$ cat config.mk
export PLATFORM = sky130hd
export DESIGN_NAME = pwm_fault_cond
export DESIGN_NICKNAME = d
export VERILOG_FILES = /design/src/rtl/pwm_fault_pkg.sv /design/src/rtl/pwm_fault_sync.sv /design/src/rtl/pwm_fault_filter.sv /design/src/rtl/pwm_fault_hold.sv /design/src/rtl/pwm_fault_cond.sv
export SDC_FILE = /design/constraint.sdc
export NUM_CORES = 1
export LEC_CHECK = 0
export BUFFER_PORTS_ARGS = -buffer_cell sky130_fd_sc_hd__buf_2
export CORE_AREA = 2 2 108 68
export DETAILED_ROUTE_END_ITERATION = 7
export DIE_AREA = 0 0 110 70
export GPL_ROUTABILITY_DRIVEN = 0
export PLACE_DENSITY = 0.78
export SKIP_LAST_GASP = 1
export SLEW_MARGIN = 20
export SYNTH_ARGS = -nofsm -noshare
export SYNTH_HDL_FRONTEND = slang
export SYNTH_SLANG_ARGS = --single-unit
$ cat constraint.sdc
create_clock -name clk -period 1.4 [get_ports clk]
set_input_delay 0.35 -clock clk [delete_from_list [all_inputs] [get_ports clk]]
set_output_delay 0.35 -clock clk [all_outputs]
set_load 0.05 [all_outputs]
$ cat src/rtl/pwm_fault_pkg.sv
package pwm_fault_pkg;
    localparam int FLT_LINES    = 8;
    localparam int FLT_REG_W    = 32;
    localparam int FLT_SYNC_LEN = 2;
    localparam int FLT_AGREE    = 3;

    typedef enum logic [1:0] {
        ST_IDLE  = 2'd0,
        ST_LIVE  = 2'd1,
        ST_ARMED = 2'd2,
        ST_STUCK = 2'd3
    } hold_state_t;
endpackage

$ cat src/rtl/pwm_fault_sync.sv
module pwm_fault_sync #(
    parameter int W      = 8,
    parameter int STAGES = 2
) (
    input  logic         clk,
    input  logic         rst_n,
    input  logic [W-1:0] d,
    output logic [W-1:0] q
);
    logic [STAGES-1:0][W-1:0] chain;

    always_ff @(posedge clk or negedge rst_n) begin
        if (!rst_n) chain <= '1;
        else        chain <= {chain[STAGES-2:0], d};
    end

    assign q = chain[STAGES-1];
endmodule

$ cat src/rtl/pwm_fault_filter.sv
module pwm_fault_filter #(
    parameter int LEN = 3
) (
    input  logic clk,
    input  logic rst_n,
    input  logic d,
    output logic q
);
    localparam int CW = (LEN > 2) ? $clog2(LEN) : 1;

    logic [CW-1:0] run;
    logic          level;

    always_ff @(posedge clk or negedge rst_n) begin
        if (!rst_n) begin
            level <= 1'b1;
            run   <= '0;
        end else if (d != level) begin
            if (run == CW'(LEN - 1)) begin
                level <= d;
                run   <= '0;
            end else begin
                run <= run + 1'b1;
            end
        end else begin
            run <= '0;
        end
    end

    assign q = level;
endmodule

$ cat src/rtl/pwm_fault_hold.sv
module pwm_fault_hold
    import pwm_fault_pkg::*;
(
    input  logic clk,
    input  logic rst_n,
    input  logic held_mode,
    input  logic cond,
    input  logic clr,
    output logic flag
);
    hold_state_t st_q, st_d;

    always_ff @(posedge clk or negedge rst_n) begin
        if (!rst_n) st_q <= ST_IDLE;
        else        st_q <= st_d;
    end

    always_comb begin
        st_d = st_q;
        if (!held_mode) begin
            st_d = cond ? ST_LIVE : ST_IDLE;
        end else begin
            unique case (st_q)
                ST_IDLE:  st_d = cond ? ST_LIVE : ST_IDLE;
                ST_LIVE: begin
                    if (cond) st_d = clr ? ST_ARMED : ST_LIVE;
                    else      st_d = clr ? ST_IDLE  : ST_STUCK;
                end
                ST_ARMED: st_d = cond ? ST_ARMED : ST_IDLE;
                ST_STUCK: begin
                    if (cond) st_d = clr ? ST_ARMED : ST_LIVE;
                    else      st_d = clr ? ST_IDLE  : ST_STUCK;
                end
                default:  st_d = ST_IDLE;
            endcase
        end
    end

    always_comb begin
        flag = (st_q != ST_IDLE);
    end
endmodule

$ cat src/rtl/pwm_fault_cond.sv
module pwm_fault_cond
    import pwm_fault_pkg::*;
#(
    parameter int LINES = FLT_LINES,
    parameter int REG_W = FLT_REG_W
) (
    input  logic             clk,
    input  logic             rst_n,
    input  logic [LINES-1:0] fault_in,
    input  logic             cfg_wr_en,
    input  logic [REG_W-1:0] cfg_wdata,
    input  logic             wp_sw,
    input  logic             wp_hw,
    input  logic             clr_wr_en,
    input  logic [LINES-1:0] clr_wdata,
    output logic [REG_W-1:0] cfg_rdata,
    output logic [LINES-1:0] fault_active
);
    localparam int POL_LSB  = 0;
    localparam int MODE_LSB = LINES;
    localparam int FILT_LSB = 2 * LINES;
    localparam int USED_W   = 3 * LINES;

    logic [USED_W-1:0] cfg_q;
    logic [LINES-1:0]  pol, held, filt_en;
    logic [LINES-1:0]  sync_lvl, filt_lvl, cond;

    always_ff @(posedge clk or negedge rst_n) begin
        if (!rst_n)                              cfg_q <= '0;
        else if (cfg_wr_en && !wp_sw && !wp_hw)  cfg_q <= cfg_wdata[USED_W-1:0];
    end

    assign pol       = cfg_q[POL_LSB  +: LINES];
    assign held      = cfg_q[MODE_LSB +: LINES];
    assign filt_en   = cfg_q[FILT_LSB +: LINES];
    assign cfg_rdata = {{(REG_W-USED_W){1'b0}}, cfg_q};

    pwm_fault_sync #(.W(LINES), .STAGES(FLT_SYNC_LEN)) u_sync (
        .clk   (clk),
        .rst_n (rst_n),
        .d     (fault_in),
        .q     (sync_lvl)
    );

    for (genvar y = 0; y < LINES; y++) begin : g_line
        pwm_fault_filter #(.LEN(FLT_AGREE)) u_filt (
            .clk   (clk),
            .rst_n (rst_n),
            .d     (sync_lvl[y]),
            .q     (filt_lvl[y])
        );

        assign cond[y] = ((filt_en[y] ? filt_lvl[y] : sync_lvl[y]) == pol[y]);

        pwm_fault_hold u_hold (
            .clk       (clk),
            .rst_n     (rst_n),
            .held_mode (held[y]),
            .cond      (cond[y]),
            .clr       (clr_wr_en && clr_wdata[y]),
            .flag      (fault_active[y])
        );
    end
endmodule

==> metrics.cfg, run 1 <==
[status]
status = complete, but fails checks
violations = negative setup slack

[power_and_ir_drop]
power_leakage_nw = 1.97
power.density_nw_per_um2 = 2150
ir_drop_uv = 1140

[grt]
overflow = 0
antenna_found_initial = 0
groute.usage.overall_pct = 16.9
grt_pass1_vias = 2090
grt_max_degree = 28
gr-max-usage-layer = met2
grt_use_met3_pct = 5.51
met1_usage_pct = 22.4
grt_pass1_wl_um = 9820
grtUsageMet2_pct = 26.4

[finish]
fillers = 557
multiInputGateArea_um2 = 1220
final_nets = 405
regArea_um2 = 2040
finalInstanceArea_um2 = 4330
syn_to_final_growth_pct = 26.4
final_util_pct = 62.9
antenna_cells = 0
drive_gt1_share_pct = 53.7

[critical_path]
cp-start-kind = flop
reg2reg_depth = 4
crit_start = g_line[2].u_hold.st_q[0]$_DFF_PN0_
r2r_end = g_line[4].u_hold.st_q[1]$_DFF_PN0_
worstPathMaxFanout = 2
r2r_slack_ps = 70
endpoint_kind = output port
timing.rr.start = cfg_q[20]$_DFFE_PN0P_
worstPathArrival_ps = 1130
worst-endpoint-required_ps = 1050
critPathKind = reg -> out

[routing]
drc_errors = 0
wl_per_cell_um = 13.8
ant_nets = 0
dr.pass1.iters = 4
routed_wl_um = 6160
drt_iter0_markers = 94
vias_per_cell = 4.93
vias = 2204

[synth]
synthAdderAreaFrac_pct = 0
ys_warn_count = 0
syn-cell-area_um2 = 3420
synthMuxAreaShare_pct = 13.2
synth-compound-area-share_pct = 5.16
syn_area_per_cell_um2 = 13.2
synth-xor-area-share_pct = 4.79
ys_types = 29
synth_ff_type = dfrtp_1
yosys.area_share.simple_pct = 10.6
async_flop_share_pct = 100
synth-seq-area-share_pct = 59.4
synthCells = 259
synth_edf_count = 0
synth-seq-cells = 80
synth_top_family_by_area = multiplexers

[sta]
worst_clock_skew_ps = 7.81
fin_setup_tns_ps = -548
timing.final.crit_period_ps = 1480
fin_crit_sh_pct = 106
slew_violations = 0
rsz0062_at_grt = yes
hold_viol_final = 0
finalWorstSetupSlack_ps = -84.3
setup_violations = 8
fmax_mhz = 674

[clocking]
cts-htree-levels = 3
worstSkewPairLatency_ps = 330
cts_tree = built
ctsRootBufferMaster = clkbuf_8
clock-sinks = 80
cts_buffers = 9
cts.clk_slew.worst_paths_ps = 80
clockBufferDepth = 2

[placement]
place_area_um2 = 3820
port_buffers = 77
hpwl_um = 4310

[flow_run]
maxCapViolCount = 0

[floorplanning]
die_height_um = 70
die_width_um = 110
dieArea_um2 = 7700
rows = 24
start_util_pct = 49.8
boundaryPins = 94
core-area_um2 = 6880

[min_path]
hp-class = in -> reg
hold_depth = 1
whs_endpoint = u_sync.chain[4]$_DFF_PN1_
min_from = fault_in[4]

[worst max-delay path, stage by stage, from the launching register on]
cell and delay (ps):
dfrtp_1 390, or2_4 270, buf_8 150
[flip-flops by register name, indices dropped and copies added, names as in the netlist]
register            flops
u_sync.chain            8
g_line.u_filt.run      16
g_line.u_filt.q         8
g_line.u_hold.st_q     16
cfg_q                  24
u_sync.q                8
[report_power, final]
| part | leakage, nW | switching, mW | total, mW | internal (mW) |
|---|---|---|---|---|
| Combinational | 0.940 | 2.09 | 3.97 | 1.88 |
| Sequential | 0.936 | 0.513 | 3.63 | 3.11 |
| Clock | 0.0948 | 0.776 | 1.70 | 0.922 |
[metal layers]
| metal | up-vias | part of all wire, % | routed length, µm |
|---|---|---|---|
| met4 | 0 | 0.78 | 48 |
| met3 | 5 | 6.3 | 387 |
| met1 | 1085 | 44 | 2740 |
| met2 | 67 | 49 | 2990 |
| li1 | 1047 | - | - |
| met5 | - | 0 | 0 |
[final cells by class]
class	instances	area share, %
multi-input combinational	152	28.3
clock inverter	4	1.21
sequential	80	47.2
tap	91	2.63
inverter	7	0.607
timing repair buffer	101	16.5
clock buffer	12	3.59
[metrics by stage]
stage | hold WS (ps) | worst slack (ps) | std cells | total power, mW
floorplan | 54.4 | 25.8 | 266 | 6.29
CTS | 81.9 | -104 | 438 | 9.10
global placement | 282 | 24.9 | 413 | 6.63
finish | 108 | -84.3 | 447 | 9.30
detailed placement | 289 | -9.77 | 413 | 6.76
global route | 69.0 | -131 | 447 | 9.84
[layout by cell type, fill, tap and decap left out, drive strengths merged]
master,Yosys,final
a21boi,2,2
a21oi,6,6
a22o,1,1
a311oi,6,6
a32o,7,7
buf,27,95
bufinv,0,1
clkbuf,0,17
clkinvlp,0,3
conb,1,8
dfrtp,56,56
dfstp,24,24
dlygate4sd3,0,1
inv,7,7
mux2,32,32
mux2i,9,9
nand2,16,16
nand2b,12,12
nand3,6,6
nand3b,1,1
nor2,2,2
nor2b,3,3
nor3,8,8
nor3b,9,9
or2,7,7
xnor2,8,8
xor2,8,8
xor3,1,1
[how the worst max path moves through the flow]
stage	endpoint	slack [ps]
global placement	cfg_q[19]$_DFFE_PN0P_	20
CTS	fault_active[1]	-100
finish	fault_active[2]	-80
global route	fault_active[4]	-130
detailed placement	cfg_q[12]$_DFFE_PN0P_	-10
floorplan	g_line[3].u_hold.st_q[1]$_DFF_PN0_	30
[cell families after synthesis]
| group | Yosys count |
|---|---|
| AO/OA/AOI/OAI | 22 |
| XOR/XNOR | 17 |
| buffers and inverters | 34 |
| flip-flops | 80 |
| multiplexers | 41 |
| other | 1 |
| AND/OR/NAND/NOR | 64 |
[Yosys cell counts (2+ instances only)]
cell       n  area, µm²
a21oi_1    6       30.0
a311oi_1   6       52.6
a32o_1     7       70.1
buf_4     24        180
buf_6      2       22.5
dfrtp_1   56       1400
dfstp_2   24        631
inv_1      7       26.3
mux2_2    31        349
mux2i_1    9       90.1
nand2_1   16       60.1
nand2b_1  12       75.1
nand3_1    6       30.0
nor2_1     2       7.51
nor2b_1    3       18.8
nor3_1     8       40.0
nor3b_1    8       60.1
or2_2      7       43.8
xnor2_1    8       70.1
xor2_1     8       70.1
[timing repair]
item | in CTS | in global routing
resized for setup | 37 | 18
hold buffers | 1 | 0
buffers inserted | 8 | 9
setup endpoints to repair | 15 | 22
pin swaps | 4 | 12
hold endpoints to repair | 12 | 0
No activity file was read; power rests on OpenSTA's default activity.
==> run 2: changes to the inputs <==
CORE_AREA = 2 2 112 71   (was 2 2 108 68)
DIE_AREA = 0 0 114 73   (was 0 0 110 70)
HOLD_SLACK_MARGIN = 0.03   (was unset)
SYNTH_HIERARCHICAL = 1   (was unset)
==> run 2 against run 1 <==
The flow still finishes with violations (negative setup slack); flip-flop and latch count stayed put; synthesized area is 9.3% higher; sequential share of layout area is 9.6 points lower; non-clock buffer count is 51 higher; clock skew hardly changed; setup slack worse by 70 ps; via count is 14% higher; critical path depth is 4 higher; cell count is 18% higher; routed wire length is 24% higher.
==> metrics.cfg, run 2 <==
[status]
status = complete, but fails checks  ; unchanged
violations = negative setup slack  ; unchanged

[sta]
worst_clock_skew_ps = 8.01  ; was 7.81 ps
timing.final.crit_period_ps = 1550  ; was 1480 ps
fmax_mhz = 644  ; was 674 MHz
hold_viol_final = 0  ; unchanged
rsz0062_at_grt = yes  ; unchanged
finalWorstSetupSlack_ps = -154  ; was -84.3 ps
fin_crit_sh_pct = 111  ; was 106%
setup_violations = 24  ; was 8
slew_violations = 0  ; unchanged

[power_and_ir_drop]
ir_drop_uv = 917  ; was 1140 µV
power_mw = 11.7  ; was 9.30 mW
power.density_nw_per_um2 = 2160  ; was 2150 nW/µm²
power_leakage_nw = 2.51  ; was 1.97 nW

[critical_path]
r2r_end = g_line[5].u_hold/st_q[1]$_DFF_PN0_  ; was g_line[4].u_hold.st_q[1]$_DFF_PN0_
slowest_delay_ps = 420  ; was 390 ps
reg2reg_depth = 6  ; was 4
timing.rr.start = cfg_q[21]$_DFFE_PN0P_  ; was cfg_q[20]$_DFFE_PN0P_
endpoint_kind = flop  ; was output port
cp_slowest_cell = dfrtp_2  ; was dfrtp_1
critPathTopFamily = flip-flops  ; unchanged
path_buf_inv = 1  ; unchanged
r2r_slack_ps = -150  ; was 70 ps
worstPathMaxFanout = 2  ; unchanged
worstPathArrival_ps = 1820  ; was 1130 ps
crit_chain = mux2i_2 > xor2_1 > inv_1 > ha_4 > nand2b_4 > a21boi_2  ; was or2_4 > buf_8
cp-start-kind = flop  ; unchanged
critPathKind = reg -> reg  ; was reg -> out
crit_start = cfg_q[21]$_DFFE_PN0P_  ; was g_line[2].u_hold.st_q[0]$_DFF_PN0_
worst-endpoint-required_ps = 1660  ; was 1050 ps

[synth]
syn_area_per_cell_um2 = 13.5  ; was 13.2 µm²
syn-cell-area_um2 = 3740  ; was 3420 µm²
synth_most_common_cell = dfrtp_1  ; unchanged
synth.area.top_cells = dfrtp_1 37%, dfstp_2 17%, mux2_2 6.9%, ha_1 5.4%, buf_4 3.2%  ; was dfrtp_1 41%, dfstp_2 18%, mux2_2 10%, buf_4 5.3%, mux2i_1 2.6%
synth_edf_count = 0  ; unchanged
synth_ff_type = dfrtp_1  ; unchanged
async_flop_share_pct = 100  ; unchanged
post-synth-top-area-cell = dfrtp_1  ; unchanged
ys_types = 25  ; was 29
synthCells = 276  ; was 259
synth-seq-area-share_pct = 54.4  ; was 59.4%
synth_commonest_cells = 56 x dfrtp_1, 24 x dfstp_2, 23 x mux2_2  ; was 56 x dfrtp_1, 31 x mux2_2, 24 x buf_4, 24 x dfstp_2, 16 x nand2_1
synth-seq-cells = 80  ; unchanged
ys_warn_count = 6  ; was 0
synth_top_area_share_pct = 37.5  ; was 41.0%

[min_path]
hold_depth = 1  ; unchanged
hp-class = in -> reg  ; unchanged
whs_endpoint = u_sync/chain[1]$_DFF_PN1_  ; was u_sync.chain[4]$_DFF_PN1_
min_from = fault_in[1]  ; was fault_in[4]

[grt]
grt_pass1_wl_um = 12000  ; was 9820 µm
grt_pass1_vias = 2598  ; was 2090
overflow = 0  ; unchanged
antenna_found_initial = 0  ; unchanged
groute.usage.overall_pct = 19.5  ; was 16.9%
grt_max_degree = 41  ; was 28

[finish]
drive_gt1_share_pct = 63.0  ; was 53.7%
layout_commonest_cell = buf_4  ; was buf_2
antenna_cells = 0  ; unchanged
regArea_um2 = 2040  ; unchanged
mostFrequentLayoutCells = 69 x buf_4, 53 x buf_2, 48 x dfrtp_1, 24 x dfstp_2, 23 x mux2_2  ; was 52 x buf_2, 48 x dfrtp_1, 33 x buf_4, 31 x mux2_2, 24 x dfstp_2
syn_to_final_growth_pct = 45.2  ; was 26.4%
final_nets = 498  ; was 405
largest_registers = cfg_q (24), g_line.u_filt/run (16), g_line.u_hold/st_q (16)  ; was cfg_q (24), g_line.u_filt.run (16), g_line.u_hold.st_q (16)
largest_reg_flops = 24  ; unchanged
largest-register = cfg_q  ; unchanged
fillers = 523  ; was 557
multiInputGateArea_um2 = 1740  ; was 1220 µm²

[clocking]
cts_buffers = 9  ; unchanged
cts-htree-levels = 3  ; unchanged
cts_tree = built  ; unchanged
worstSkewPairLatency_ps = 340  ; was 330 ps
clockBufferDepth = 2  ; unchanged
ctsRootBufferMaster = clkbuf_16  ; was clkbuf_8
clock-sinks = 80  ; unchanged
cts.clk_slew.worst_paths_ps = 60  ; was 80 ps

[placement]
pre_cts_ws_ps = -201  ; was -9.77 ps
hpwl_um = 4830  ; was 4310 µm
port_buffers = 77  ; unchanged

[routing]
drc_errors = 0  ; unchanged
vias_per_cell = 4.78  ; was 4.93
dr.pass1.iters = 4  ; unchanged
vias = 2521  ; was 2204
routed_wl_um = 7610  ; was 6160 µm
drt_iter0_markers = 87  ; was 94
wl_per_cell_um = 14.4  ; was 13.8 µm
ant_nets = 0  ; unchanged

[floorplanning]
die_height_um = 73  ; was 70 µm
boundaryPins = 94  ; unchanged
core-area_um2 = 7440  ; was 6880 µm²
start_util_pct = 50.2  ; was 49.8%
dieArea_um2 = 8320  ; was 7700 µm²
die_width_um = 114  ; was 110 µm
rows = 25  ; was 24

[flow_run]
maxCapViolCount = 0  ; unchanged

## run 2: cell types whose count changed in the layout (fill, tap and decap cells not counted), moves of 10 or more
cell / previous run / this run
nand2_1: 16 / 0
nand2b_1: 12 / 2
buf_4: 33 / 69
ha_4: 0 / 11
buf_6: 1 / 16
## run 2: kinds of logic (layout without fill, tap and decap cells)
group / count (synthesis) / count (layout) / share of synthesized area [%]
adders and majority gates: 16 / 16 / 5.35
muxes: 40 / 40 / 12.6
AOI/OAI and AO/OA: 32 / 32 / 6.69
other: 1 / 8 / 0.100
buffers and inverters: 34 / 184 / 5.42
xor gates and xnor gates: 16 / 16 / 3.75
DFF: 80 / 80 / 54.4
and+or+nand+nor: 57 / 57 / 11.7
## run 2: what timing repair did
| action | CTS | global route |
|---|---|---|
| hold buffers | 1 | 0 |
| pin swaps | 30 | 24 |
| cloned | 0 | 0 |
| gates resized for setup | 57 | 32 |
| endpoints found under the setup margin | 33 | 36 |
| hold endpoints to repair | 6 | 0 |
| buffers inserted | 30 | 8 |
## run 2: worst max-delay path by stage
| stage | cells after the start | endpoint |
|---|---|---|
| floorplan | 6 | g_line[1].u_hold/st_q[1]$_DFF_PN0_ |
| global placement | 6 | g_line[5].u_hold/st_q[1]$_DFF_PN0_ |
| detailed placement | 6 | g_line[7].u_hold/st_q[1]$_DFF_PN0_ |
| CTS | 6 | g_line[5].u_hold/st_q[1]$_DFF_PN0_ |
| global route | 6 | g_line[4].u_hold/st_q[0]$_DFF_PN0_ |
| finish | 6 | g_line[5].u_hold/st_q[1]$_DFF_PN0_ |
## run 2: metal layers
metal  global-route usage [%]  up-vias  wire [µm]
met4                     7.72        0        107
met2                     33.3       64       3910
met3                     6.98       10        376
li1                         -     1216          -
met5                        0        -          0
met1                     22.8     1231       3220
## run 2: power breakdown
group / switching [mW] / internal, mW
Combinational: 2.73 / 3.00
Sequential: 0.514 / 3.10
Clock: 0.885 / 1.48
Total: 4.13 / 7.58
## run 2: cell type report
cell class	instances	area share, %
well taps	94	2.17
repair buffers	152	21.4
flip-flops and latches	80	37.6
clock inverters	2	0.715
multi-input cells	169	32.1
clock buffers	14	4.86
inverters	16	1.11
## run 2: worst reg2reg max path: stages (launching register included)
cell and delay, ps:
dfrtp_2 420, mux2i_2 200, xor2_1 250, inv_1 130, ha_4 220, nand2b_4 140, a21boi_2 130
## run 2: metrics by stage
step                utilization (%)  std cells  TNS, ps  hold slack, ps  area [µm²]
global placement               60.2        474    -1110             194        4480
floorplan                         -        283    -3530            54.4        3790
CTS                            70.9        521    -2250            95.5        5280
finish                         72.9        527    -2070             109        5430
detailed placement             60.2        474    -2010             195        4480
global route                   72.9        527    -3850            90.5        5430
